--- config.mk ---
export PLATFORM = sky130hd
export DESIGN_NAME = npc_unit
export DESIGN_NICKNAME = d
export VERILOG_FILES = /design/src/rtl/npc_pkg.sv /design/src/rtl/npc_decode.sv /design/src/rtl/npc_target.sv /design/src/rtl/npc_select.sv /design/src/rtl/npc_unit.sv
export SDC_FILE = /design/constraint.sdc
export NUM_CORES = 1
export LEC_CHECK = 0
export ABC_AREA = 0
export BUFFER_PORTS_ARGS = -buffer_cell sky130_fd_sc_hd__buf_2
export CAP_MARGIN = 20
export CORE_UTILIZATION = 53
export CTS_CLUSTER_SIZE = 8
export DETAILED_ROUTE_END_ITERATION = 6
export GPL_TIMING_DRIVEN = 0
export PLACE_DENSITY = 0.8
export SLEW_MARGIN = 15
export SYNTH_ARGS = -nofsm -noshare
export SYNTH_HDL_FRONTEND = slang
export SYNTH_SLANG_ARGS = --single-unit
--- constraint.sdc ---
create_clock -name clk -period 1.4 [get_ports clk]
set_clock_uncertainty 0.2 [all_clocks]
set_input_delay 0.21 -clock clk [delete_from_list [all_inputs] [get_ports clk]]
set_output_delay 0.21 -clock clk [all_outputs]
set_load 0.01 [all_outputs]
--- src/rtl/npc_pkg.sv ---
package npc_pkg;

   typedef enum logic [2:0] {
      FLOW_SEQ = 3'd0,
      FLOW_BEQ = 3'd1,
      FLOW_BNE = 3'd2,
      FLOW_JMP = 3'd3,
      FLOW_JAL = 3'd4
   } flow_e;

   localparam int unsigned BYTE_SHIFT = 2;

endpackage

--- src/rtl/npc_decode.sv ---
module npc_decode
   import npc_pkg::*;
#(
   parameter int unsigned OPC_W   = 6,
   parameter int unsigned OPC_J   = 2,
   parameter int unsigned OPC_JAL = 3,
   parameter int unsigned OPC_BEQ = 4,
   parameter int unsigned OPC_BNE = 5
) (
   input  logic [OPC_W-1:0] opcode_i,
   output flow_e            kind_o
);

   localparam logic [OPC_W-1:0] C_J   = OPC_W'(OPC_J);
   localparam logic [OPC_W-1:0] C_JAL = OPC_W'(OPC_JAL);
   localparam logic [OPC_W-1:0] C_BEQ = OPC_W'(OPC_BEQ);
   localparam logic [OPC_W-1:0] C_BNE = OPC_W'(OPC_BNE);

   always_comb begin
      if (opcode_i == C_BEQ)      kind_o = FLOW_BEQ;
      else if (opcode_i == C_BNE) kind_o = FLOW_BNE;
      else if (opcode_i == C_J)   kind_o = FLOW_JMP;
      else if (opcode_i == C_JAL) kind_o = FLOW_JAL;
      else                        kind_o = FLOW_SEQ;
   end

endmodule

--- src/rtl/npc_target.sv ---
module npc_target
   import npc_pkg::*;
#(
   parameter int unsigned XLEN        = 32,
   parameter int unsigned OFS_W       = 16,
   parameter int unsigned TGT_W       = 26,
   parameter int unsigned ADDER_STYLE = 0
) (
   input  logic [XLEN-1:0]  pc_i,
   input  logic [OFS_W-1:0] offset_i,
   input  logic [TGT_W-1:0] target_i,
   output logic [XLEN-1:0]  pc4_o,
   output logic [XLEN-1:0]  br_tgt_o,
   output logic [XLEN-1:0]  jmp_tgt_o
);

   localparam int unsigned EXT_W    = XLEN - OFS_W;
   localparam int unsigned REGION_W = XLEN - TGT_W - BYTE_SHIFT;
   localparam logic [XLEN-1:0] STEP = XLEN'(1 << BYTE_SHIFT);

   logic [XLEN-1:0] ofs_sx;
   logic [XLEN-1:0] ofs_bytes;

   assign pc4_o     = pc_i + STEP;
   assign ofs_sx    = {{EXT_W{offset_i[OFS_W-1]}}, offset_i};
   assign ofs_bytes = {ofs_sx[XLEN-1-BYTE_SHIFT:0], {BYTE_SHIFT{1'b0}}};

   generate
      if (ADDER_STYLE == 0) begin : g_cascade
         assign br_tgt_o = pc4_o + ofs_bytes;
      end else begin : g_parallel
         logic [XLEN-1:0] ofs_plus_step;
         assign ofs_plus_step = ofs_bytes + STEP;
         assign br_tgt_o      = pc_i + ofs_plus_step;
      end
   endgenerate

   assign jmp_tgt_o = {pc4_o[XLEN-1 -: REGION_W], target_i, {BYTE_SHIFT{1'b0}}};

endmodule

--- src/rtl/npc_select.sv ---
module npc_select
   import npc_pkg::*;
#(
   parameter int unsigned XLEN = 32
) (
   input  flow_e           kind_i,
   input  logic            eq_i,
   input  logic [XLEN-1:0] pc4_i,
   input  logic [XLEN-1:0] br_tgt_i,
   input  logic [XLEN-1:0] jmp_tgt_i,
   output logic [XLEN-1:0] npc_o,
   output logic            link_o
);

   logic br_taken;

   always_comb begin
      br_taken = ((kind_i == FLOW_BEQ) &&  eq_i) ||
                 ((kind_i == FLOW_BNE) && !eq_i);
      link_o   = (kind_i == FLOW_JAL);
      if ((kind_i == FLOW_JMP) || (kind_i == FLOW_JAL)) npc_o = jmp_tgt_i;
      else if (br_taken)                                npc_o = br_tgt_i;
      else                                              npc_o = pc4_i;
   end

endmodule

--- src/rtl/npc_unit.sv ---
module npc_unit
   import npc_pkg::*;
#(
   parameter int unsigned XLEN        = 32,
   parameter int unsigned OPC_W       = 6,
   parameter int unsigned OFS_W       = 16,
   parameter int unsigned TGT_W       = 26,
   parameter int unsigned REG_AW      = 5,
   parameter int unsigned LINK_REG    = 31,
   parameter int unsigned OPC_J       = 2,
   parameter int unsigned OPC_JAL     = 3,
   parameter int unsigned OPC_BEQ     = 4,
   parameter int unsigned OPC_BNE     = 5,
   parameter int unsigned ADDER_STYLE = 0,
   parameter logic [XLEN-1:0] RESET_PC = 32'h0040_0000
) (
   input  logic              clk,
   input  logic              rst_n,
   input  logic [XLEN-1:0]   pc_i,
   input  logic [XLEN-1:0]   instr_i,
   input  logic              eq_i,
   output logic [XLEN-1:0]   npc_o,
   output logic              link_we_o,
   output logic [XLEN-1:0]   link_addr_o,
   output logic [REG_AW-1:0] link_rd_o
);

   generate
      if (OPC_W + TGT_W != XLEN) begin : g_bad_fields
         $error("opcode and target fields must fill the word");
      end
      if (OFS_W > TGT_W || OFS_W < 2) begin : g_bad_ofs
         $error("offset field width out of range");
      end
      if (XLEN <= TGT_W + BYTE_SHIFT) begin : g_bad_region
         $error("no region bits left above the jump target");
      end
      if (LINK_REG >= (1 << REG_AW)) begin : g_bad_link
         $error("link register index does not fit the register address");
      end
      if (ADDER_STYLE > 1) begin : g_bad_style
         $error("ADDER_STYLE must be 0 or 1");
      end
   endgenerate

   localparam logic [REG_AW-1:0] LINK_IDX = REG_AW'(LINK_REG);

   logic [OPC_W-1:0] opcode;
   logic [OFS_W-1:0] offset;
   logic [TGT_W-1:0] target;
   flow_e            kind;
   logic [XLEN-1:0]  pc4, br_tgt, jmp_tgt, npc_d;
   logic             link_d;

   assign opcode = instr_i[XLEN-1 -: OPC_W];
   assign offset = instr_i[OFS_W-1:0];
   assign target = instr_i[TGT_W-1:0];

   npc_decode #(
      .OPC_W(OPC_W), .OPC_J(OPC_J), .OPC_JAL(OPC_JAL),
      .OPC_BEQ(OPC_BEQ), .OPC_BNE(OPC_BNE)
   ) u_decode (
      .opcode_i (opcode),
      .kind_o   (kind)
   );

   npc_target #(
      .XLEN(XLEN), .OFS_W(OFS_W), .TGT_W(TGT_W), .ADDER_STYLE(ADDER_STYLE)
   ) u_target (
      .pc_i      (pc_i),
      .offset_i  (offset),
      .target_i  (target),
      .pc4_o     (pc4),
      .br_tgt_o  (br_tgt),
      .jmp_tgt_o (jmp_tgt)
   );

   npc_select #(
      .XLEN(XLEN)
   ) u_select (
      .kind_i    (kind),
      .eq_i      (eq_i),
      .pc4_i     (pc4),
      .br_tgt_i  (br_tgt),
      .jmp_tgt_i (jmp_tgt),
      .npc_o     (npc_d),
      .link_o    (link_d)
   );

   always_ff @(posedge clk or negedge rst_n) begin
      if (!rst_n) begin
         npc_o       <= RESET_PC;
         link_we_o   <= 1'b0;
         link_addr_o <= '0;
         link_rd_o   <= '0;
      end else begin
         npc_o       <= npc_d;
         link_we_o   <= link_d;
         link_addr_o <= link_d ? pc4 : '0;
         link_rd_o   <= link_d ? LINK_IDX : '0;
      end
   end

endmodule

==> impl_metrics.json, run 1 <==
{
  "dp_slack_ns": -2.53,
  "yosys.area_share.simple_pct": 20.8,
  "yosysSeqAreaShare_pct": 34.9,
  "hpwl_um": 11200,
  "portBuffers": 136,
  "synthArstFlopShare_pct": 100,
  "rows": 33,
  "start_util_pct": 55.9,
  "synth_edf_count": 0,
  "synthesis.nets": 631,
  "synthMuxAreaShare_pct": 0.672,
  "crit_endpoint": "npc_o[31]$_DFF_PN0_/D",
  "clock_tree.buffer_depth": 2,
  "synth_compound_area_share_pct": 18.7,
  "ys_types": 60,
  "syn_area_per_cell_um2": 8.86,
  "worst-ep-kind": "sequential cell input",
  "error_line": "[ERROR DPL-0038] Utilization greater than 100%, impossible to legalize",
  "gp_congestion": 0.903,
  "cts-htree-levels": 3,
  "status": "did not finish",
  "stop_stage": "global routing",
  "die_w_um": 95.8,
  "grt_max_degree": 66,
  "numClockSinks": 65,
  "cts_buffers": 9,
  "yosys.area_share.adder_pct": 10.4,
  "die_y_um": 95.8,
  "yosys_warnings": 0,
  "synth_xor_area_share_pct": 9.59,
  "netlist_instances": 526,
  "io_pins": 137,
  "synth_top_family_by_area": "simple AND/OR/NAND/NOR gates",
  "ys.flop_type": "dfrtp_1",
  "ys_seq_elements": 65,
  "synth_area_um2": 4660,
  "ctsRootBufferMaster": "clkbuf_8"
}
-- through the flow --
step / instance area (µm²) / hold WS [ns] / instances
after CTS: 7690 / -0.0258 / 870
after detailed placement: 5890 / 0.162 / 767
after global placement: 5880 / 0.231 / 767
after floorplan: 5070 / -0.286 / 526
-- synth_stat cells (all sizes together), types with 2 or more instances --
cell | instances | area share (%)
inv | 34 | 2.7
and3b | 2 | 0.38
xor2 | 26 | 4.9
a21o | 16 | 2.6
nor3b | 2 | 0.32
nand2 | 45 | 3.6
nor2b | 4 | 0.54
o21a | 3 | 0.48
buf | 5 | 0.81
nand2b | 2 | 0.27
clkbuf | 16 | 1.3
or3 | 3 | 0.40
xnor2 | 25 | 4.7
and4 | 5 | 0.94
nor2 | 49 | 3.9
mux2i | 2 | 0.43
o21ai | 20 | 2.2
nand3 | 15 | 1.9
o221ai | 14 | 2.6
o21bai | 4 | 0.64
a21boi | 3 | 0.48
and3 | 13 | 1.7
nor4b | 2 | 0.38
o31ai | 2 | 0.32
a22oi | 2 | 0.32
dfrtp | 64 | 34
a221oi | 3 | 0.70
a211oi | 2 | 0.32
nor3 | 13 | 1.6
a311oi | 2 | 0.38
and2 | 14 | 1.9
ha | 37 | 9.9
nor4 | 2 | 0.27
nand4 | 17 | 2.3
a21oi | 30 | 3.2
a211o | 3 | 0.56
o22ai | 7 | 0.94
a2111oi | 3 | 1.1
a31oi | 3 | 0.40
-- cells by family after synthesis --
| family | Yosys count |
|---|---|
| and+or+nand+nor | 190 |
| AOI/OAI and AO/OA | 124 |
| DFF | 65 |
| buffers and inverters | 55 |
| xor gates and xnor gates | 51 |
| adders and majority gates | 38 |
| muxes | 3 |
-- timing repair --
item / CTS
setup endpoints to repair: 53
resized for setup: 173
pin swaps: 93
hold endpoints to repair: 94
setup buffers: 65
hold buffers: 26
==> inputs of run 2 (changes only) <==
--- a/config.mk
+++ b/config.mk
@@ -8,11 +8,10 @@
 export ABC_AREA = 0
 export BUFFER_PORTS_ARGS = -buffer_cell sky130_fd_sc_hd__buf_2
 export CAP_MARGIN = 20
-export CORE_UTILIZATION = 53
-export CTS_CLUSTER_SIZE = 8
+export CORE_UTILIZATION = 38
 export DETAILED_ROUTE_END_ITERATION = 6
 export GPL_TIMING_DRIVEN = 0
-export PLACE_DENSITY = 0.8
+export PLACE_DENSITY_LB_ADDON = 0.15
 export SLEW_MARGIN = 15
 export SYNTH_ARGS = -nofsm -noshare
 export SYNTH_HDL_FRONTEND = slang
==> run 2 against run 1 <==
  * The flow now finishes, with violations (design-rule violations, negative hold slack, negative setup slack)
  * Synthesized cell count did not move
  * Area after synthesis did not move
==> impl_metrics.json, run 2 <==
{
  "synthArstFlopShare_pct": 100,
  "numClockSinks": 65,
  "gp_congestion": 0.873,
  "endpoint_kind": "register",
  "final_cell_mix": "111 x buf_2, 70 x buf_4, 63 x dfrtp_1",
  "fin_nets": 894,
  "dp_slack_ns": -2.58,
  "io_pins": 137,
  "hold_buffers": 23,
  "synthDominantAreaCellType": "dfrtp_1",
  "synth_area_um2": 4660,
  "period_share_pct": 230,
  "dr_total_vias": 5216,
  "area.growth.synth_to_final_pct": 84.2,
  "portBuffers": 136,
  "die_w_um": 113,
  "grt_max_degree": 44,
  "netlist_instances": 526,
  "ys_top_cells_by_count": "64 x dfrtp_1, 49 x nor2_1, 45 x nand2_1",
  "finalPower_w": 0.00652,
  "fmax_ghz": 0.310,
  "cts_buffers": 9,
  "routed_wl_um": 18600,
  "ir_drop_mv": 0.436,
  "maxCapViolCount": 0,
  "yosys_warnings": 0,
  "critical_path_class": "input port to register",
  "drt-wirelength-per-cell_um": 19.8,
  "worstHoldEndpoint": "npc_o[26]",
  "drt-vias-per-instance": 5.54,
  "maxSlewViolCount": 0,
  "reg_top3": "link_addr_o x32, npc_o x32, link_rd_o x1",
  "ctsRootBufferMaster": "clkbuf_16",
  "relSlewSlack_pct": 45.3,
  "dp_cells": 810,
  "status": "complete, but fails checks",
  "fin_util_pct": 71.7,
  "instances_no_fill": 941,
  "ys_types": 60,
  "grt.overflow.total": 0,
  "start_util_pct": 38.9,
  "rows": 40,
  "grt_setup_unrepaired": "yes",
  "cts-htree-levels": 3,
  "synthesis.nets": 631,
  "hold_slack_ns": -0.00525,
  "tns_ns": -36.56,
  "synth_edf_count": 0,
  "yosysSeqAreaShare_pct": 34.9,
  "final-hold-violation-count": 1,
  "worstHoldPathType": "input port to register",
  "layout-drive-gt1-share_pct": 57.9,
  "antenna_found_initial": 1,
  "drtPass1Iterations": 7,
  "hp-start": "instr_i[24]",
  "ys.flop_type": "dfrtp_1",
  "crit_start": "pc_i[2]",
  "synth_most_common_cell": "dfrtp_1",
  "ant_nets": 0,
  "syn_area_per_cell_um2": 8.86,
  "violations": "design-rule violations, negative hold slack, negative setup slack",
  "drc_errors": 2,
  "fin_ws_ns": -1.82,
  "leakage_nw": 3.95,
  "synth_top_area_share_pct": 34.4,
  "grt_usage_pct": 28.0,
  "powerDensity_nw_per_um2": 760,
  "dieArea_um2": 12700,
  "period_minus_slack_ns": 3.22,
  "arrival_ns": 3.28,
  "synth_area_leaders": "dfrtp_1 34%, ha_1 9.9%, xor2_1 4.9%",
  "final_common_cell": "buf_2",
  "cts_tree": "done",
  "start_kind": "input port",
  "grt_pass1_vias": 5125,
  "min_path_cells": 3,
  "critPathMaxFanout": 4,
  "clock_tree.buffer_depth": 2,
  "drt_iter0_markers": 344,
  "required_ns": 1.46,
  "ys_seq_elements": 65,
  "setup_violations": 44,
  "die_y_um": 113,
  "worst_slew_pin_slew_ns": 0.821,
  "path_clk_slew_ns": 0.05,
  "core_area_um2": 12000,
  "hpwl_um": 11700,
  "grt_pass1_wl_um": 27000
}
## run 2: cell counts after synthesis
Identical to the previous run, type by type.
## run 2: per-layer routing
layer | share of wire (%) | track usage (%)
met1 | 43 | 37.3
met2 | 49 | 47.0
met3 | 5.7 | 4.18
met4 | 2.1 | 8.44
met5 | 0 | 0
## run 2: report_power, final
part           internal (W)  leakage [nW]  switching, W
Sequential          0.00195         0.832     0.0000194
Combinational       0.00119          2.99       0.00125
Clock               0.00123         0.126      0.000881
Total               0.00437          3.95       0.00215
## run 2: how the worst max path moves through the flow
| stage | to | slack [ns] | depth (start not counted) |
|---|---|---|---|
| final | npc_o[31] | -1.82 | 13 |
| after global routing | npc_o[31] | -1.87 | 15 |
| after CTS | npc_o[31] | -1.68 | 16 |
| after detailed placement | npc_o[31] | -2.58 | 15 |
| after global placement | npc_o[31] | -2.59 | 15 |
| after floorplan | npc_o[31] | -1.81 | 16 |
## run 2: cell families (layout without fill, tap and decap cells)
family / count (synthesis) / in the layout / share of synthesized area [%]
adders and majority gates: 38 / 38 / 10.4
xor gates and xnor gates: 51 / 51 / 9.59
muxes: 3 / 3 / 0.672
DFF: 65 / 65 / 34.9
AOI/OAI and AO/OA: 124 / 124 / 18.7
other: 0 / 1 / 0
buffers and inverters: 55 / 322 / 4.89
and+or+nand+nor: 190 / 190 / 20.8
## run 2: worst max-delay path, cell delays in order
cell       delay, ns
buf_12          0.09
and2_4          0.17
nand4_1         0.13
xor2_1          0.35
inv_1           0.15
ha_4            0.32
nand2_1         0.13
a2111oi_4       0.49
o21ai_4         0.13
a2111oi_4       0.46
a311oi_4        0.10
mux2_4          0.34
nor3_4          0.20
## run 2: cell type report
| type | instances | area (µm²) |
|---|---|---|
| Antenna cell | 1 | 2.50 |
| Buffer | 16 | 161 |
| Clock buffer | 10 | 239 |
| Clock inverter | 5 | 32.5 |
| Fill cell | 821 | 3380 |
| Inverter | 34 | 130 |
| Multi-Input combinational cell | 406 | 4220 |
| Sequential cell | 65 | 1630 |
| Tap cell | 147 | 184 |
| Timing Repair Buffer | 257 | 1980 |
## run 2: metrics by stage
step                      hold WS, ns  area, µm²
after floorplan                -0.286       5070
after global placement          0.235       5940
after detailed placement      -0.0718       5960
after CTS                     -0.0365       7840
after global routing          0.00684       8580
final                        -0.00525       8580
## run 2: what timing repair did
| action | 4_1_cts | 5_1_grt |
|---|---|---|
| setup buffers | 58 | 42 |
| cloned | 0 | 1 |
| resized for setup | 196 | 105 |
| pin swaps | 94 | 76 |
| hold endpoints to repair | 92 | 1 |
| setup endpoints to repair | 54 | 59 |
No activity file was read; power rests on OpenSTA's default activity.
